--- src/rtl/synth_pfd_pkg.sv ---
package synth_pfd_pkg;

    // Default widths and legal ratio windows
    localparam int REF_RATIO_W   = 8;
    localparam int REF_RATIO_MIN = 2;
    localparam int REF_RATIO_MAX = 80;
    localparam int FB_RATIO_W    = 12;
    localparam int FB_RATIO_MIN  = 128;
    localparam int FB_RATIO_MAX  = 2600;
    localparam int POST_DIV_DEF  = 2;
    localparam int OVERLAP_DEF   = 2;

    // Comparator state: bit 1 is the UP flag, bit 0 is the DOWN flag
    typedef enum logic [1:0] {
        CMP_IDLE = 2'b00,
        CMP_DN   = 2'b01,
        CMP_UP   = 2'b10,
        CMP_BOTH = 2'b11
    } cmp_state_e;

endpackage

--- src/rtl/prog_ratio_div.sv ---
module prog_ratio_div #(
    parameter int W     = 8,
    parameter int R_MIN = 2,
    parameter int R_MAX = 80
) (
    input  logic         clk,
    input  logic         rst_n,
    input  logic         stb_i,
    input  logic [W-1:0] ratio_i,
    output logic         tc_o,
    output logic         lvl_o
);

    localparam logic [W-1:0] LO = W'(R_MIN);
    localparam logic [W-1:0] HI = W'(R_MAX);

    typedef struct packed {
        logic [W-1:0] cnt;    // strobes seen in the current period
        logic [W-1:0] ratio;  // ratio of the current period
        logic         valid;  // a ratio has been captured since reset
        logic         tc;     // terminal-count pulse
        logic         lvl;    // observation level
    } div_st_t;

    div_st_t st_d, st_q;
    logic [W-1:0] clamped;
    logic [W-1:0] eff_ratio;
    logic [W:0]   cnt_inc;

    always_comb begin
        if (ratio_i < LO)
            clamped = LO;
        else if (ratio_i > HI)
            clamped = HI;
        else
            clamped = ratio_i;

        eff_ratio = st_q.valid ? st_q.ratio : clamped;
        cnt_inc   = {1'b0, st_q.cnt} + {{W{1'b0}}, 1'b1};

        st_d    = st_q;
        st_d.tc = 1'b0;
        if (stb_i) begin
            st_d.valid = 1'b1;
            if (!st_q.valid)
                st_d.ratio = clamped;
            if (cnt_inc == {1'b0, eff_ratio}) begin
                st_d.cnt   = '0;
                st_d.tc    = 1'b1;
                st_d.lvl   = ~st_q.lvl;
                st_d.ratio = clamped;   // next period length latched here only
            end else begin
                st_d.cnt = cnt_inc[W-1:0];
            end
        end
    end

    always_ff @(posedge clk or negedge rst_n) begin
        if (!rst_n)
            st_q <= '0;
        else
            st_q <= st_d;
    end

    assign tc_o  = st_q.tc;
    assign lvl_o = st_q.lvl;

endmodule

--- src/rtl/post_div.sv ---
module post_div #(
    parameter int DIV = 2
) (
    input  logic clk,
    input  logic rst_n,
    input  logic in_tc_i,
    output logic tc_o
);

    localparam int CW = (DIV > 1) ? $clog2(DIV) : 1;
    localparam logic [CW-1:0] LAST = CW'(DIV - 1);

    typedef struct packed {
        logic [CW-1:0] cnt;
        logic          tc;
    } post_st_t;

    post_st_t st_d, st_q;

    always_comb begin
        st_d    = st_q;
        st_d.tc = 1'b0;
        if (in_tc_i) begin
            if (st_q.cnt == LAST) begin
                st_d.cnt = '0;
                st_d.tc  = 1'b1;
            end else begin
                st_d.cnt = st_q.cnt + 1'b1;
            end
        end
    end

    always_ff @(posedge clk or negedge rst_n) begin
        if (!rst_n)
            st_q <= '0;
        else
            st_q <= st_d;
    end

    assign tc_o = st_q.tc;

endmodule

--- src/rtl/phase_freq_det.sv ---
module phase_freq_det
    import synth_pfd_pkg::*;
#(
    parameter int RST_DLY = 2
) (
    input  logic clk,
    input  logic rst_n,
    input  logic ref_ev_i,
    input  logic fb_ev_i,
    output logic up_o,
    output logic dn_o
);

    localparam int DW = (RST_DLY > 1) ? $clog2(RST_DLY + 1) : 1;
    localparam logic [DW-1:0] DLY_LAST = DW'(RST_DLY - 1);

    typedef struct packed {
        cmp_state_e    st;
        logic [DW-1:0] dly;
    } pfd_st_t;

    pfd_st_t st_d, st_q;
    logic up_cur, dn_cur, both, clr, up_n, dn_n;

    always_comb begin
        up_cur = (st_q.st == CMP_UP) || (st_q.st == CMP_BOTH);
        dn_cur = (st_q.st == CMP_DN) || (st_q.st == CMP_BOTH);
        both   = (st_q.st == CMP_BOTH);
        clr    = both && (st_q.dly == DLY_LAST);

        // A fresh event sets its flag even in the clearing cycle
        up_n = (up_cur && !clr) || ref_ev_i;
        dn_n = (dn_cur && !clr) || fb_ev_i;

        st_d.st  = cmp_state_e'({up_n, dn_n});
        st_d.dly = (both && !clr) ? st_q.dly + 1'b1 : '0;
    end

    always_ff @(posedge clk or negedge rst_n) begin
        if (!rst_n) begin
            st_q.st  <= CMP_IDLE;
            st_q.dly <= '0;
        end else begin
            st_q <= st_d;
        end
    end

    assign up_o = (st_q.st == CMP_UP) || (st_q.st == CMP_BOTH);
    assign dn_o = (st_q.st == CMP_DN) || (st_q.st == CMP_BOTH);

endmodule

--- src/rtl/synth_pfd_core.sv ---
module synth_pfd_core
    import synth_pfd_pkg::*;
#(
    parameter int REF_W    = REF_RATIO_W,
    parameter int REF_MIN  = REF_RATIO_MIN,
    parameter int REF_MAX  = REF_RATIO_MAX,
    parameter int FB_W     = FB_RATIO_W,
    parameter int FB_MIN   = FB_RATIO_MIN,
    parameter int FB_MAX   = FB_RATIO_MAX,
    parameter int POST_DIV = POST_DIV_DEF,
    parameter int RST_DLY  = OVERLAP_DEF
) (
    input  logic             clk,
    input  logic             rst_n,
    input  logic             ref_stb_i,
    input  logic             fb_stb_i,
    input  logic [REF_W-1:0] ref_ratio_i,
    input  logic [FB_W-1:0]  fb_ratio_i,
    output logic             up_o,
    output logic             dn_o,
    output logic             ref_clk_o,
    output logic             fb_clk_o
);

    logic ref_tc;   // reference divider terminal count
    logic ref_ev;   // reference comparison event after fixed divide
    logic fb_ev;    // feedback comparison event

    prog_ratio_div #(
        .W     (REF_W),
        .R_MIN (REF_MIN),
        .R_MAX (REF_MAX)
    ) u_ref_div (
        .clk     (clk),
        .rst_n   (rst_n),
        .stb_i   (ref_stb_i),
        .ratio_i (ref_ratio_i),
        .tc_o    (ref_tc),
        .lvl_o   (ref_clk_o)
    );

    post_div #(
        .DIV (POST_DIV)
    ) u_ref_post (
        .clk     (clk),
        .rst_n   (rst_n),
        .in_tc_i (ref_tc),
        .tc_o    (ref_ev)
    );

    prog_ratio_div #(
        .W     (FB_W),
        .R_MIN (FB_MIN),
        .R_MAX (FB_MAX)
    ) u_fb_div (
        .clk     (clk),
        .rst_n   (rst_n),
        .stb_i   (fb_stb_i),
        .ratio_i (fb_ratio_i),
        .tc_o    (fb_ev),
        .lvl_o   (fb_clk_o)
    );

    phase_freq_det #(
        .RST_DLY (RST_DLY)
    ) u_pfd (
        .clk      (clk),
        .rst_n    (rst_n),
        .ref_ev_i (ref_ev),
        .fb_ev_i  (fb_ev),
        .up_o     (up_o),
        .dn_o     (dn_o)
    );

endmodule

--- config.mk ---
export PLATFORM = sky130hd
export DESIGN_NAME = synth_pfd_core
export DESIGN_NICKNAME = d
export VERILOG_FILES = /design/src/rtl/synth_pfd_pkg.sv /design/src/rtl/prog_ratio_div.sv /design/src/rtl/post_div.sv /design/src/rtl/phase_freq_det.sv /design/src/rtl/synth_pfd_core.sv
export SDC_FILE = /design/constraint.sdc
export NUM_CORES = 1
export LEC_CHECK = 0
export ABC_AREA = 1
export BUFFER_PORTS_ARGS = -buffer_cell sky130_fd_sc_hd__buf_2
export CAP_MARGIN = 40
export CELL_PAD_IN_SITES_DETAIL_PLACEMENT = 0
export CELL_PAD_IN_SITES_GLOBAL_PLACEMENT = 1
export CORE_MARGIN = 8
export CORE_UTILIZATION = 47
export CTS_CLUSTER_DIAMETER = 120
export DETAILED_ROUTE_END_ITERATION = 8
export PLACE_DENSITY = 0.95
export SKIP_LAST_GASP = 1
export SLEW_MARGIN = 30
export SYNTH_ARGS = -nofsm -noshare
export SYNTH_HDL_FRONTEND = slang
export SYNTH_SLANG_ARGS = --single-unit
--- constraint.sdc ---
create_clock -name clk -period 6 [get_ports clk]
set_clock_uncertainty 0.15 [all_clocks]
set_input_delay 0.6 -clock clk [delete_from_list [all_inputs] [get_ports clk]]
set_output_delay 0.6 -clock clk [all_outputs]
set_load 0.03 [all_outputs]
==> summary.md <==
| Metric | Value |
|---|---|
| Wire length of the first global-routing pass | 15.9 mm |
| Worst-margin pin slew | 0.693 ns |
| Total net switching power | 0.751 mW |
| Sw Ratio | 48.0% |
| Syn Nets | 609 |
| Total via count after detailed routing | 3,595 |
| Signed area change from the synthesized netlist to the final layout | 6.85% |
| Crit. End Element | flip-flop |
| Vias per cell | 5.10 |
| Clock network fraction of total power | 13.7% |
| Initial antenna violation count | 0 |
| Via count of the first global-routing pass | 3,453 |
| Worst setup path class | flip-flop to flip-flop |
| Placed cell count | 697 |
| Effective utilization at floorplan | 47.4% |
| Max Buffers Root-to-Sink | 2 |
| Global routing usage summed across all routing layers | 16.9% |
| Die area | 11,300 sq um |
| Final slew viol count | 0 |
| Worst vdd ir | 158 uV |
| Register clock-pin slew on the reported worst setup and hold paths | 0.11 ns |
| Number of input and output port buffers inserted | 27 |
| Post-synthesis instance area | 3810 sq um |
| Die height | 106 microns |
| Post-route non-filler standard cell count | 705 |
| Internal power | 0.813 mW |
| Post-synthesis average cell area | 6.55 sq um |
| Synth area leader | dfrtp_1 |
| Reported max-cap violation count | 0 |
| Number of resized instances in the post-cts repair step | 0 |
| Number of hold-repair buffers added at the cts stage | 0 |
| Pin count of the biggest net entering global routing | 53 |
| Share of the clock period used by the worst path after layout | 45.9% |
| Combinational cell fraction of total power | 52.3% |
| CTS buffer count | 5 |
| # nets final | 626 |
| Standard cell core area | 8050 sq um |
| GR Overflow Total | 0 |
| Wire length per cell after detailed routing | 12.8 microns |
| Number of different library cells in the post-synthesis netlist | 35 |
| Gate Count Post-Synth | 582 |
| CTS tree | yes |
| Final ANT Viol Nets | 0 |
| First-iteration detailed-routing DRC count | 195 |
| Headroom to the max-slew limit | 53.8% |
| Core Rows | 33 |
| Pre-Repair DR Iteration Count | 5 |
| Worst Path Arrival | 2.79 ns |
| Final-layout setup total negative slack | 0 ns |
| Most common cell after layout, fill and taps aside | nand2_1 |
| Leakage power | 2.27 nW |
| Drc violations | 0 |
| Most frequent cells in the layout | nand2_1 (192), nand3_1 (92), inv_1 (83), dfrtp_1 (52), nor2_1 (40) |
| Number of synthesized register bits | 52 |
| Final Hold Violating Endpoints | 0 |
| # diodes | 0 |
| Gpl congestion | 0.853 |
| Largest driver fanout on the critical path | 25 |
| Width of the die | 106 microns |
| Number of synthesis warnings | 0 |
| Portion of the post-synthesis area used by sequential elements | 34.1% |
| Post-CTS setup buffer count | 0 |
| Fraction of power consumed by sequential logic | 34.0% |
| Sinks on the clock net | 52 |
| Final setup fails | 0 |
| Crit path required time | 6.03 ns |
| Layout cells sized above 1 | 11.7% |
| Minimum clock period | 2.75 ns |
| Startpoint Class | flip-flop |
| Post-DP HPWL | 6.62 mm |
| Root cell of the clock tree | clkbuf_8 |
| Clock latency on the worst-skew pair | 0.32 ns |
| H-tree Lvls | 2 |
| Unrepaired setup endpoints after global routing | no |
| Leading cell types by total area after synthesis | dfrtp_1 (34%), nand2_1 (19%), nand3_1 (12%) |
| Overall power | 1.56 mW |
| Status | finished clean |
| Fmax | 363 MHz |
| Pwr per Cell Area | 384 nW/um^2 |
| Worst hold path type | input port to asynchronous set/reset pin |
| Proportion of netlist area held by the largest area contributor | 34.1% |
| Wirelength, routed | 9.05 mm |
| Io pins | 28 |
-- final timing paths --
path | startpoint | endpoint | slack, ns | cells after the start
max | u_fb_div.st_q[2]$_DFFE_PN0P_ | u_fb_div.st_q[21]$_DFFE_PN0P_ | 3.25 | 10
min | rst_n | u_fb_div.st_q[8]$_DFFE_PN0P_ | 0.23 | 2
max reg2reg | u_fb_div.st_q[2]$_DFFE_PN0P_ | u_fb_div.st_q[21]$_DFFE_PN0P_ | 3.25 | 10
min reg2reg | u_pfd.st_q[0]$_DFF_PN0_ | u_pfd.st_q[0]$_DFF_PN0_ | 0.28 | 1
max in group asynchronous | rst_n | u_ref_div.st_q[8]$_DFFE_PN0P_ | 4.99 | 2
min in group clk | u_pfd.st_q[0]$_DFF_PN0_ | u_pfd.st_q[0]$_DFF_PN0_ | 0.28 | 1
-- power groups by stage --
stage | Combinational [mW] | Clock [mW] | Sequential [mW]
after detailed placement | 0.811 | 0 | 0.538
after CTS | 0.816 | 0.219 | 0.531
after floorplan | 0.660 | 0 | 0.530
after global routing | 0.930 | 0.230 | 0.545
after global placement | 0.790 | 0 | 0.533
final | 0.818 | 0.214 | 0.532
-- logic make-up (layout without fill, tap and decap cells) --
| group | after synthesis | in the layout | synth area share [%] |
|---|---|---|---|
| and+or+nand+nor | 377 | 377 | 45.4 |
| buffers and inverters | 108 | 126 | 11.5 |
| DFF | 52 | 52 | 34.1 |
| AOI/OAI and AO/OA | 28 | 28 | 4.17 |
| xor gates and xnor gates | 14 | 14 | 3.77 |
| adders and majority gates | 3 | 3 | 0.984 |
-- Yosys cell counts, drive strengths merged --
cell / instances
nor3: 6
clkinv: 1
buf: 9
ha: 3
xnor3: 1
nand3b: 7
o21ai: 25
or2: 4
and3: 1
inv: 89
a21oi: 3
dfrtp: 52
nor2: 50
xor2: 13
and2: 1
nand4: 15
clkbuf: 9
nand3: 93
nand2: 198
nor4: 2
-- flip-flops by register name (all words and copies together) (netlist names) --
name             flops
u_fb_div.st_q       25
u_fb_div.tc_o        1
u_ref_div.lvl_o      1
u_pfd.st_q           4
u_ref_post.st_q      1
u_ref_div.st_q      17
u_fb_div.lvl_o       1
u_ref_post.tc_o      1
u_ref_div.tc_o       1
-- through the flow --
| step | util, % | area [sq um] | setup WS (ns) | hold WS [ns] |
|---|---|---|---|---|
| final | 50.6 | 4080 | 3.25 | 0.228 |
| after global routing | 50.6 | 4080 | 2.92 | 0.303 |
| after CTS | 50.6 | 4080 | 3.27 | 0.284 |
| after detailed placement | 49.5 | 3990 | 2.95 | 0.276 |
| after global placement | 49.5 | 3990 | 2.95 | 0.268 |
| after floorplan | - | 3810 | 3.63 | 0.154 |
-- layout make-up --
| type | instances | area, sq um |
|---|---|---|
| fillers | 842 | 3980 |
| well taps | 105 | 131 |
| multi-input cells | 422 | 2070 |
| inverters | 90 | 338 |
| flip-flops and latches | 52 | 1300 |
| clock inverters | 3 | 21.3 |
| repair buffers | 28 | 143 |
| clock buffers | 5 | 68.8 |
-- routing by layer --
metal / GRT usage [%] / routed length (microns) / share of wire [%] / vias to the layer above
li1: - / - / - / 1860
met1: 24.2 / 4780 / 53 / 1657
met2: 25.5 / 3840 / 42 / 71
met3: 2.96 / 326 / 3.6 / 7
met4: 4.22 / 100 / 1.1 / 0
met5: 0 / 0 / 0 / -
-- critical path, cell delays in order, from the launching register on --
cell	delay [ns]
dfrtp_1	0.63
inv_1	0.33
or2_2	0.37
nand3_1	0.10
nand2_1	0.08
nor2_1	0.11
nand2_1	0.09
nor2_4	0.28
nand2_4	0.25
nand3_1	0.12
o21ai_0	0.09
(Power assumes the default switching activity.)
